$ cat src/rtl/pwr_wake_ctl.sv
module pwr_wake_ctl #(
  parameter int LOCK_CYC = 16,
  parameter int XTAL_CYC = 40
) (
  input  logic       clk,
  input  logic       rst_n,
  input  logic       mode_wr,
  input  logic [1:0] mode_wdata,
  input  logic       osc_stop_cfg,
  input  logic       spi_wake_qual,
  input  logic       ext0_wake_qual,
  input  logic       tick_irq,
  input  logic       tick_ie,
  input  logic       spi_irq,
  input  logic       spi_ie,
  input  logic       ext0_irq,
  input  logic       ext0_ie,
  output logic [1:0] mode_o,
  output logic [1:0] mode_req,
  output logic       core_clk_en,
  output logic       periph_clk_en,
  output logic       pll_en,
  output logic       osc_en,
  output logic       tick_clk_en,
  output logic       pll_lock,
  output logic       strobe_force,
  output logic       strobe_level,
  output logic       dac_en
);
  localparam logic [1:0] M_RUN  = 2'd0;
  localparam logic [1:0] M_IDLE = 2'd1;
  localparam logic [1:0] M_PD   = 2'd2;
  localparam int CW = $clog2(LOCK_CYC + XTAL_CYC + 1);
  localparam logic [CW-1:0] SHORT_N = CW'(LOCK_CYC);
  localparam logic [CW-1:0] LONG_N  = CW'(LOCK_CYC + XTAL_CYC);

  logic [1:0]    mode_q;
  logic          osc_off_q;
  logic [CW-1:0] cnt_q;

  wire tick_hit   = tick_irq & tick_ie;
  wire spi_hit    = spi_irq & spi_ie;
  wire ext0_hit   = ext0_irq & ext0_ie;
  wire idle_wake  = tick_hit | spi_hit | ext0_hit;
  wire pd_qual    = (spi_hit & spi_wake_qual) | (ext0_hit & ext0_wake_qual);
  wire pd_wake    = pd_qual | (tick_hit & ~osc_off_q);
  wire entry_wake = mode_wdata[1] ? (pd_qual | (tick_hit & ~osc_stop_cfg)) : idle_wake;
  wire in_run     = (mode_q == M_RUN);
  wire in_idle    = (mode_q == M_IDLE);
  wire in_pd      = (mode_q == M_PD);
  wire wake       = (in_idle & idle_wake) | (in_pd & pd_wake);

  always_ff @(posedge clk or negedge rst_n) begin
    if (!rst_n) begin
      mode_q    <= M_RUN;
      mode_req  <= 2'b00;
      osc_off_q <= 1'b0;
    end else if (in_run && mode_wr) begin
      if (mode_wdata == 2'b00 || entry_wake) begin
        mode_req <= 2'b00;
      end else begin
        mode_req <= mode_wdata;
        if (mode_wdata[1]) begin
          mode_q    <= M_PD;
          osc_off_q <= osc_stop_cfg;
        end else begin
          mode_q <= M_IDLE;
        end
      end
    end else if (wake) begin
      mode_q    <= M_RUN;
      mode_req  <= 2'b00;
      osc_off_q <= 1'b0;
    end
  end

  always_ff @(posedge clk or negedge rst_n) begin
    if (!rst_n)
      cnt_q <= '0;
    else if (in_pd && pd_wake)
      cnt_q <= osc_off_q ? LONG_N : SHORT_N;
    else if (!in_pd && cnt_q != '0)
      cnt_q <= cnt_q - 1'b1;
  end

  assign mode_o        = mode_q;
  assign core_clk_en   = in_run;
  assign periph_clk_en = ~in_pd;
  assign pll_en        = ~in_pd;
  assign osc_en        = ~(in_pd & osc_off_q);
  assign tick_clk_en   = osc_en;
  assign pll_lock      = ~in_pd & (cnt_q == '0);
  assign strobe_force  = ~in_run;
  assign strobe_level  = in_idle;
  assign dac_en        = ~in_pd;

  p_wake_clears_r7: assert property (@(posedge clk) disable iff (!rst_n)
    wake |=> (mode_o == M_RUN && mode_req == 2'b00));
  p_pd_priority_r3: assert property (@(posedge clk) disable iff (!rst_n)
    (in_run && mode_wr && mode_wdata[1] && !entry_wake) |=> (mode_o == M_PD && !pll_en));
  p_same_cycle_r10: assert property (@(posedge clk) disable iff (!rst_n)
    (in_run && mode_wr && mode_wdata != 2'b00 && entry_wake) |=> (mode_o == M_RUN && mode_req == 2'b00));
  p_ignore_write_r11: assert property (@(posedge clk) disable iff (!rst_n)
    (!in_run && !wake) |=> ($stable(mode_req) && $stable(mode_o)));
  p_osc_frozen_r4: assert property (@(posedge clk) disable iff (!rst_n)
    (in_pd && !pd_wake) |=> $stable(osc_en));
  p_lock_wait_r9: assert property (@(posedge clk) disable iff (!rst_n)
    (in_pd && pd_wake) |=> (!pll_lock && core_clk_en));
  p_lock_no_drop_r9: assert property (@(posedge clk) disable iff (!rst_n)
    (pll_lock && !(in_run && mode_wr && mode_wdata[1])) |=> pll_lock);
endmodule

$ cat config.mk
export PLATFORM = sky130hd
export DESIGN_NAME = pwr_wake_ctl
export DESIGN_NICKNAME = d
export VERILOG_FILES = /design/src/rtl/pwr_wake_ctl.sv
export SDC_FILE = /design/constraint.sdc
export NUM_CORES = 1
export LEC_CHECK = 0
export ABC_CLOCK_PERIOD_IN_PS = 1800
export BUFFER_PORTS_ARGS = -buffer_cell sky130_fd_sc_hd__buf_2
export CAP_MARGIN = 15
export CORE_MARGIN = 8
export CORE_UTILIZATION = 38
export CTS_CLUSTER_DIAMETER = 150
export DETAILED_ROUTE_END_ITERATION = 10
export GPL_ROUTABILITY_DRIVEN = 0
export PLACE_DENSITY = 0.65
export SYNTH_ARGS = -nofsm -noshare
export SYNTH_HDL_FRONTEND = slang
export SYNTH_SLANG_ARGS = --single-unit
export TNS_END_PERCENT = 10
$ cat constraint.sdc
create_clock -name clk -period 1.8 [get_ports clk]
set_input_delay 0 -clock clk [delete_from_list [all_inputs] [get_ports clk]]
set_output_delay 0 -clock clk [all_outputs]
set_load 0.005 [all_outputs]
==> impl_metrics.py, run 1 <==
metrics = {
    "global_route": {
        "grt_max_degree": 12,
        "antenna_found_initial": 0,
        "grt_overflow": 0,
        "grt_pass1_vias": 697,
        "grt_pass1_wl_mm": 3.04,
        "track_usage": 0.111,
    },
    "finish": {
        "fillers": 213,
        "postLayoutCellArea_um2": 932,
        "antennaDiodeCount": 0,
        "fin_nets": 129,
        "stdcell_count": 139,
        "syn2layout_area_growth_pct": 28.0,
        "drive_above_1_share": 0.339,
    },
    "setup_path": {
        "cp_max_fo": 6,
        "end_kind": "flop",
        "rr_endpoint": "mode_o[0]$_DFFE_PN0P_",
        "cp_top_family": "buffers and inverters",
        "path_class": "reg2reg",
        "max_stage_delay_ns": 0.58,
        "crit_path_cell_trace": "buf_4, nor2_2, nand3_1, o31ai_1, dlygate4sd3_1",
        "cp.buffers_inverters": 2,
        "r2r_start": "mode_o[1]$_DFFE_PN0P_",
        "critPathSlowestCell": "dlygate4sd3_1",
        "worstRegToRegCells": 5,
        "cp.arrival_ns": 1.86,
        "start_kind": "flop",
        "reg2reg_slack_ns": 0.14,
        "worstPathRequired_ns": 2.00,
    },
    "clocking": {
        "cts_buffers": 3,
        "path_clk_slew_ns": 0.07,
        "clk_latency_ns": 0.26,
        "cts_sinks": 11,
        "h-tree-depth": 1,
        "cts_tree": "built",
        "clockBufferDepth": 2,
        "root_buffer": "clkbuf_4",
    },
    "drt": {
        "first_iter_violations": 23,
        "vias": 718,
        "firstDrtPassIters": 4,
        "wl_per_cell_um": 13.3,
        "wl_mm": 1.84,
        "vias_per_cell": 5.17,
        "antenna_left": 0,
        "drc": 0,
    },
    "placement": {
        "place_area_um2": 873,
        "io_buffers": 26,
        "dp_hpwl_mm": 1.51,
        "dp_cells": 132,
    },
    "floorplanning": {
        "ios": 27,
        "dieArea_um2": 3570,
        "die_x_um": 59.8,
        "initial_core_util": 0.387,
        "core_area_um2": 1880,
        "die_y_um": 59.8,
        "rows": 16,
    },
    "sta": {
        "fin_tns_setup_ns": 0,
        "relSlewSlack": 0.688,
        "max_freq_mhz": 603,
        "clock_skew_ns": 0.00232,
        "slew_viol_final": 0,
        "rsz0062_at_grt": "no",
        "setup_viol": 0,
        "hold_viol_final": 0,
        "worst_pin_slew_ns": 0.468,
        "finalCriticalPeriod_ns": 1.66,
        "period_share": 0.922,
    },
    "power_and_ir_drop": {
        "ir_worst_vdd_v": 0.000686,
        "leakage_nw": 0.458,
        "powerDensity_nw_per_um2": 1440,
    },
    "logic_synthesis": {
        "synth_edf_count": 0,
        "synth-seq-area-share": 0.378,
        "syn_nets": 97,
        "synth_ff_type": "dfrtp_1",
        "ys_ff_latch": 11,
        "avgSynthCellArea_um2": 8.99,
        "synth_warnings": 0,
        "ys_types": 38,
        "synth_cells": 81,
        "syn_area_um2": 728,
        "async_reset_ff_frac": 1.00,
    },
    "min_path": {
        "min_delay_path_depth": 3,
        "hold_class": "in2reg",
        "min_to": "osc_off_q$_DFFE_PN0P_",
        "hp-start": "mode_wr",
    },
    "run_status": {
        "outcome": "finished clean",
    },
    "flow_run": {
        "cap_violations": 0,
    },
}
[layout make-up]
type	instances	area [um2]	share of cell area
clock buffer	4	26.3	0.0282
inverter	5	23.8	0.0255
sequential	11	275	0.295
multi-input combinational	61	398	0.427
timing repair buffer	31	175	0.188
tap	27	33.8	0.0362
[cell families (layout without fill, tap and decap cells)]
logic type	count (synthesis)	after routing	synth area share
adder cells (fa/ha/maj)	2	2	0.0344
AO/OA/AOI/OAI	25	25	0.272
XOR/XNOR	1	1	0.0120
buffers and inverters	9	40	0.0790
multiplexers	1	1	0.0137
flip-flops	11	11	0.378
AND/OR/NAND/NOR	32	32	0.211
[power by group]
group / internal [mW] / switching [mW]
registers: 0.351 / 0.0898
logic: 0.345 / 0.394
clock network: 0.0856 / 0.0798
total: 0.782 / 0.563
[how the worst max path moves through the flow]
stage                             to  depth (start not counted)             startpoint
3_5_place_dp    cnt_q[3]$_DFFE_PN0P_                          6   cnt_q[0]$_DFFE_PN0P_
6_report       mode_o[0]$_DFFE_PN0P_                          5  mode_o[1]$_DFFE_PN0P_
2_1_floorplan   cnt_q[3]$_DFFE_PN0P_                          6   cnt_q[0]$_DFFE_PN0P_
4_1_cts        mode_o[0]$_DFFE_PN0P_                          5  mode_o[1]$_DFFE_PN0P_
3_3_place_gp    cnt_q[3]$_DFFE_PN0P_                          6   cnt_q[0]$_DFFE_PN0P_
5_1_grt        mode_o[0]$_DFFE_PN0P_                          5  mode_o[1]$_DFFE_PN0P_
[synthesized netlist by cell type, drive strengths merged, types with 2 or more instances]
master / number / area share
dfrtp: 11 / 0.38
nor2: 11 / 0.060
nand2: 9 / 0.046
inv: 5 / 0.033
buf: 4 / 0.046
nand3: 4 / 0.027
o21ai: 4 / 0.027
a21o: 2 / 0.022
a21oi: 2 / 0.014
a22o: 2 / 0.024
a31oi: 2 / 0.038
ha: 2 / 0.034
o21a: 2 / 0.021
o32ai: 2 / 0.024
[flip-flops by register name (all words and copies together) (netlist names)]
register	flops
cnt_q	6
osc_off_q	1
mode_o	2
mode_req	2
[worst reg2reg max path, stage by stage, from the launching register on]
cell,delay (ns)
dfrtp_1,0.38
buf_4,0.16
nor2_2,0.18
nand3_1,0.10
o31ai_1,0.21
dlygate4sd3_1,0.58
[routing by layer]
metal	part of all wire	up-vias	wire [um]	GRT usage
met1	0.46	344	840	0.136
met4	0.0033	0	6	0.0408
met3	0.055	2	102	0.0344
li1	-	362	-	-
met2	0.49	10	895	0.177
met5	0	-	0	0
[per-stage QoR]
stage / util / setup slack [ns] / hold WS (ns) / power, mW
6_report: 0.495 / 0.141 / 0.0373 / 1.34
3_5_place_dp: 0.464 / 0.239 / -0.114 / 1.17
5_1_grt: 0.495 / 0.0437 / 0.0392 / 1.48
2_1_floorplan: - / 0.370 / -0.296 / 0.959
3_3_place_gp: 0.464 / 0.317 / -0.115 / 1.16
4_1_cts: 0.494 / 0.118 / 0.0240 / 1.35
[cell usage in the layout (no fill, tap or decap), drive strengths merged, types with 2 or more instances in the layout]
cell and count:
buf 28, dfrtp 11, nor2 11, nand2 9
inv 5, nand3 4, o21ai 4, clkbuf 4
dlygate4sd3 3, o32ai 2, a22o 2, o21a 2
a21oi 2, ha 2, a31oi 2, a21o 2
[timing repair]
action                     CTS  global route
resized for setup            0             1
hold buffers                 3             0
hold endpoints to repair    12             0
setup endpoints to repair    0             1
setup buffers                0             0
Note: power is estimated with default switching activity, not from simulation.
==> inputs of run 2 (changes only) <==
--- a/config.mk
+++ b/config.mk
@@ -6,14 +6,15 @@
 export NUM_CORES = 1
 export LEC_CHECK = 0
 export ABC_CLOCK_PERIOD_IN_PS = 1800
-export BUFFER_PORTS_ARGS = -buffer_cell sky130_fd_sc_hd__buf_2
 export CAP_MARGIN = 15
-export CORE_MARGIN = 8
+export CORE_MARGIN = 3
 export CORE_UTILIZATION = 38
 export CTS_CLUSTER_DIAMETER = 150
 export DETAILED_ROUTE_END_ITERATION = 10
+export DONT_BUFFER_PORTS = 1
 export GPL_ROUTABILITY_DRIVEN = 0
-export PLACE_DENSITY = 0.65
+export GPL_TIMING_DRIVEN = 0
+export PLACE_DENSITY = 0.53
 export SYNTH_ARGS = -nofsm -noshare
 export SYNTH_HDL_FRONTEND = slang
 export SYNTH_SLANG_ARGS = --single-unit
==> impl_metrics.py, run 2 (synthesis gave the netlist of run 1 again) <==
metrics = {
    "global_route": {
        "track_usage": 0.145,
        "antenna_found_initial": 0,
        "grt_max_degree": 12,
        "grt_pass1_wl_mm": 2.82,
        "grt_overflow": 0,
        "grt_pass1_vias": 604,
    },
    "power_and_ir_drop": {
        "seqPwrFrac": 0.369,
        "clockPowerShare": 0.134,
        "leakage_nw": 0.374,
        "p_sw_mw": 0.527,
        "powerDensity_nw_per_um2": 1500,
        "switching_share": 0.420,
        "cellInternalPower_mw": 0.728,
        "p_comb_frac": 0.498,
        "ir_worst_vdd_v": 0.000722,
    },
    "clocking": {
        "root_buffer": "clkbuf_4",
        "cts_sinks": 11,
        "clockBufferDepth": 2,
        "cts_buffers": 3,
        "cts_tree": "built",
        "cts_setup_buffers": 0,
        "clk_latency_ns": 0.27,
        "path_clk_slew_ns": 0.07,
        "h-tree-depth": 1,
    },
    "min_path": {
        "hold_class": "in2reg",
    },
    "finish": {
        "largest_reg_flops": 6,
        "fillers": 192,
        "layout_common_cells": "dfrtp_1 (11), nand2_1 (9), nor2_1 (9)",
        "mostFrequentLayoutCell": "dfrtp_1",
        "multi_input_area_um2": 398,
        "fin_nets": 107,
        "seqCellArea_um2": 275,
        "drive_above_1_share": 0.167,
        "largest-register": "cnt_q",
        "syn2layout_area_growth_pct": 15.3,
        "antennaDiodeCount": 0,
    },
    "drt": {
        "vias": 641,
        "drc": 0,
        "antenna_left": 0,
        "vias_per_cell": 5.57,
        "wl_per_cell_um": 13.9,
        "firstDrtPassIters": 4,
        "wl_mm": 1.60,
        "first_iter_violations": 21,
    },
    "sta": {
        "setup_viol": 0,
        "rsz0062_at_grt": "no",
        "relSlewSlack": 0.669,
        "slew_viol_final": 0,
        "fin_tns_setup_ns": 0,
        "worst_pin_slew_ns": 0.494,
        "hold_viol_final": 0,
        "fin_ws_ns": 0.158,
        "clock_skew_ns": 0.000538,
        "finalCriticalPeriod_ns": 1.64,
        "max_freq_mhz": 609,
        "period_share": 0.912,
    },
    "setup_path": {
        "cp_max_fo": 7,
        "worstPathRequired_ns": 2.01,
        "end_kind": "flop",
        "path_class": "reg2reg",
        "start_kind": "flop",
        "cp.arrival_ns": 1.85,
        "reg2reg_slack_ns": 0.16,
    },
    "floorplanning": {
        "die_x_um": 49.8,
        "rows": 15,
        "dieArea_um2": 2480,
        "initial_core_util": 0.413,
        "die_y_um": 49.8,
        "core_area_um2": 1760,
        "ios": 27,
    },
    "run_status": {
        "outcome": "finished clean",
    },
    "placement": {
        "io_buffers": 0,
        "dp_slack_ns": 0.243,
        "dp_hpwl_mm": 1.22,
    },
    "flow_run": {
        "cap_violations": 0,
    },
}
-- run 2: critical path, cell delays in order, from the launching register on --
cell and delay, ns:
dfrtp_1 0.47, nor2_2 0.24, nand3_1 0.12, o31ai_1 0.19, dlygate4sd3_1 0.57
-- run 2: repair_timing --
action                                  in CTS  in global routing
endpoints found under the hold margin       13                  0
gates resized for setup                      0                  1
endpoints found under the setup margin       0                  1
hold buffers                                 5                  0
-- run 2: power by group through the flow --
stage / Clock [mW] / Sequential [mW] / Combinational, mW
floorplan: 0 / 0.437 / 0.523
CTS: 0.178 / 0.460 / 0.632
finish: 0.168 / 0.463 / 0.625
global route: 0.187 / 0.480 / 0.721
detailed placement: 0 / 0.465 / 0.611
global placement: 0 / 0.463 / 0.609
-- run 2: stage by stage --
| step | hold WS, ns | std cells | util | power [mW] | area (um2) |
|---|---|---|---|---|---|
| final | 0.00962 | 115 | 0.476 | 1.26 | 840 |
| after global routing | 0.00799 | 115 | 0.476 | 1.39 | 840 |
| after CTS | 0.000843 | 115 | 0.474 | 1.27 | 837 |
| after detailed placement | -0.295 | 106 | 0.430 | 1.08 | 759 |
| after global placement | -0.295 | 106 | 0.430 | 1.07 | 759 |
| after floorplan | -0.296 | 81 | - | 0.959 | 728 |
-- run 2: routing by layer --
metal  wire length (um)  GRT usage
met1                721      0.202
met4                  6     0.0138
met3                146     0.0574
met2                724      0.218
met5                  0          0
-- run 2: layout make-up --
cell class / instances / share of cell area
inverter: 5 / 0.0283
clock inverter: 1 / 0.00596
sequential: 11 / 0.328
timing repair buffer: 5 / 0.0596
clock buffer: 3 / 0.0268
buffer: 4 / 0.0402
tap: 25 / 0.0373
multi-input combinational: 61 / 0.474
-- run 2: path summary, 6_finish.rpt --
kind                                       start                 endpoint  cells after the start
min reg2reg                 cnt_q[0]$_DFFE_PN0P_     cnt_q[0]$_DFFE_PN0P_                      1
max                        mode_o[1]$_DFFE_PN0P_    mode_o[0]$_DFFE_PN0P_                      4
min in group asynchronous                  rst_n    mode_o[0]$_DFFE_PN0P_                      1
min                                mode_wdata[0]  mode_req[0]$_DFFE_PN0P_                      2
max reg2reg                mode_o[1]$_DFFE_PN0P_    mode_o[0]$_DFFE_PN0P_                      4
max in group asynchronous                  rst_n     cnt_q[1]$_DFFE_PN0P_                      1
==> inputs of run 3 (changes only) <==
--- a/config.mk
+++ b/config.mk
@@ -5,6 +5,7 @@
 export SDC_FILE = /design/constraint.sdc
 export NUM_CORES = 1
 export LEC_CHECK = 0
+export ABC_AREA = 1
 export ABC_CLOCK_PERIOD_IN_PS = 1800
 export CAP_MARGIN = 15
 export CORE_MARGIN = 3
==> impl_metrics.py, run 3 <==
metrics = {
    "run_status": {
        "outcome": "finished clean",
    },
    "sta": {
        "period_share": 0.935,
        "hold_viol_final": 0,
        "fin_tns_setup_ns": 0,
        "slew_viol_final": 0,
        "max_freq_mhz": 594,
        "setup_viol": 0,
        "relSlewSlack": 0.663,
        "clock_skew_ns": 0.000868,
        "finalCriticalPeriod_ns": 1.68,
        "rsz0062_at_grt": "no",
        "worst_pin_slew_ns": 0.504,
    },
    "floorplanning": {
        "rows": 15,
        "initial_core_util": 0.417,
        "dieArea_um2": 2540,
        "core_area_um2": 1800,
        "die_y_um": 50.4,
        "die_x_um": 50.4,
        "ios": 27,
    },
    "logic_synthesis": {
        "synth_warnings": 0,
        "syn_area_um2": 751,
        "synth_top_area_frac": 0.367,
        "avgSynthCellArea_um2": 7.43,
        "ys_types": 23,
        "syn_nets": 117,
        "synth.area.top_cells": "dfrtp_1 (37%), nand2_1 (12%), nand3_1 (8.0%)",
        "yosysMostFrequentCell": "nand2_1",
        "synth_top_area_cell": "dfrtp_1",
        "synth_ff_type": "dfrtp_1",
        "synthTopCellsByCount": "nand2_1 (24), inv_1 (12), nand3_1 (12)",
        "async_reset_ff_frac": 1.00,
        "synth_edf_count": 0,
        "synth_cells": 101,
        "synth-seq-area-share": 0.367,
        "ys_ff_latch": 11,
    },
    "drt": {
        "wl_per_cell_um": 11.3,
        "firstDrtPassIters": 4,
        "vias": 643,
        "antenna_left": 0,
        "wl_mm": 1.54,
        "vias_per_cell": 4.73,
        "first_iter_violations": 3,
        "drc": 0,
    },
    "finish": {
        "mostFrequentLayoutCell": "nand2_1",
        "layout_common_cells": "nand2_1 (24), inv_1 (12), nand3_1 (12)",
        "largest-register": "cnt_q",
        "fin_nets": 128,
        "largest_reg_flops": 6,
        "drive_above_1_share": 0.234,
        "seqCellArea_um2": 278,
        "antennaDiodeCount": 0,
        "multi_input_area_um2": 398,
        "syn2layout_area_growth_pct": 17.0,
        "fillers": 198,
        "postLayoutCellArea_um2": 878,
    },
    "setup_path": {
        "worstPathRequired_ns": 1.96,
        "critPathCapture": "mode_req[0]$_DFFE_PN0P_",
        "rr_endpoint": "mode_req[0]$_DFFE_PN0P_",
        "cp.arrival_ns": 1.84,
        "start_kind": "flop",
        "path_class": "reg2reg",
        "end_kind": "flop",
        "r2r_start": "mode_o[1]$_DFFE_PN0P_",
        "reg2reg_slack_ns": 0.12,
        "worstRegToRegCells": 7,
        "crit_path_start": "mode_o[1]$_DFFE_PN0P_",
        "cp_max_fo": 6,
    },
    "min_path": {
        "hp-start": "mode_wr",
        "hold_class": "in2reg",
        "min_delay_path_depth": 4,
    },
    "global_route": {
        "antenna_found_initial": 0,
        "track_usage": 0.138,
        "grt_overflow": 0,
        "grt_max_degree": 12,
        "grt_pass1_vias": 649,
        "grt_pass1_wl_mm": 2.66,
    },
    "clocking": {
        "cts_sinks": 11,
        "path_clk_slew_ns": 0.07,
        "clockBufferDepth": 2,
        "cts_buffers": 3,
        "cts_tree": "built",
        "clk_latency_ns": 0.27,
        "h-tree-depth": 1,
        "cts_setup_buffers": 0,
        "root_buffer": "clkbuf_4",
    },
    "power_and_ir_drop": {
        "leakage_nw": 0.438,
        "powerDensity_nw_per_um2": 1630,
        "ir_worst_vdd_v": 0.000818,
    },
    "flow_run": {
        "cap_violations": 0,
    },
    "placement": {
        "place_area_um2": 782,
        "dp_hpwl_mm": 1.26,
        "io_buffers": 0,
    },
}
==> run 3: worst min-delay path by stage <==
stage                                       end  slack (ns)
after floorplan            cnt_q[0]$_DFFE_PN0P_       -0.30
after global placement     cnt_q[0]$_DFFE_PN0P_       -0.30
after global routing      mode_o[0]$_DFFE_PN0P_        0.06
after detailed placement   cnt_q[0]$_DFFE_PN0P_       -0.30
after CTS                 mode_o[0]$_DFFE_PN0P_        0.05
final                     mode_o[0]$_DFFE_PN0P_        0.04
==> run 3: area by class of cell <==
class | count | area share
flip-flops and latches | 11 | 0.316
plain buffers | 3 | 0.0256
clock buffers | 4 | 0.0299
inverters | 16 | 0.0712
repair buffers | 6 | 0.0684
multi-input cells | 71 | 0.453
well taps | 25 | 0.0356
==> run 3: cell families (layout without fill, tap and decap cells) <==
group | Yosys count | in the layout | share of synthesized area
flops | 11 | 11 | 0.367
fa+ha+maj | 2 | 2 | 0.0333
compound gates | 14 | 14 | 0.122
simple gates | 53 | 53 | 0.345
buf+inv | 19 | 29 | 0.110
xor+xnor | 2 | 2 | 0.0233
==> run 3: worst max-delay path: stages (launching register included) <==
cell,delay [ns]
dfrtp_2,0.46
nor2_4,0.14
inv_2,0.06
nor2_4,0.14
a21oi_2,0.07
nand3_1,0.09
o21ai_1,0.05
dlygate4sd3_1,0.55
==> run 3: stage by stage <==
| step | hold WS (ns) | setup WS, ns | util | power [mW] | cells |
|---|---|---|---|---|---|
| after CTS | 0.0476 | 0.0487 | 0.482 | 1.43 | 136 |
| after global routing | 0.0635 | 0.0196 | 0.488 | 1.59 | 136 |
| after global placement | -0.295 | 0.450 | 0.434 | 1.21 | 126 |
| final | 0.0404 | 0.117 | 0.488 | 1.43 | 136 |
| after floorplan | -0.296 | 0.592 | - | 1.09 | 101 |
| after detailed placement | -0.295 | 0.435 | 0.434 | 1.23 | 126 |
==> run 3: what timing repair did <==
| action | in CTS | in global routing |
|---|---|---|
| hold buffers | 6 | 0 |
| gates resized for setup | 0 | 4 |
| setup endpoints to repair | 0 | 1 |
| endpoints found under the hold margin | 16 | 0 |
==> run 3: where the power goes <==
part / internal, mW / switching [mW]
registers: 0.369 / 0.103
clock network: 0.0859 / 0.0896
logic: 0.315 / 0.472
total: 0.770 / 0.664
==> run 3: metal layers <==
layer  share of wire  global-route usage  vias to the layer above  wire, um
li1                -                   -                      339         -
met1            0.49               0.181                      277       757
met2            0.42               0.211                       23       645
met3           0.071              0.0267                        4       110
met4           0.019              0.0807                        0        30
met5               0                   0                        -         0
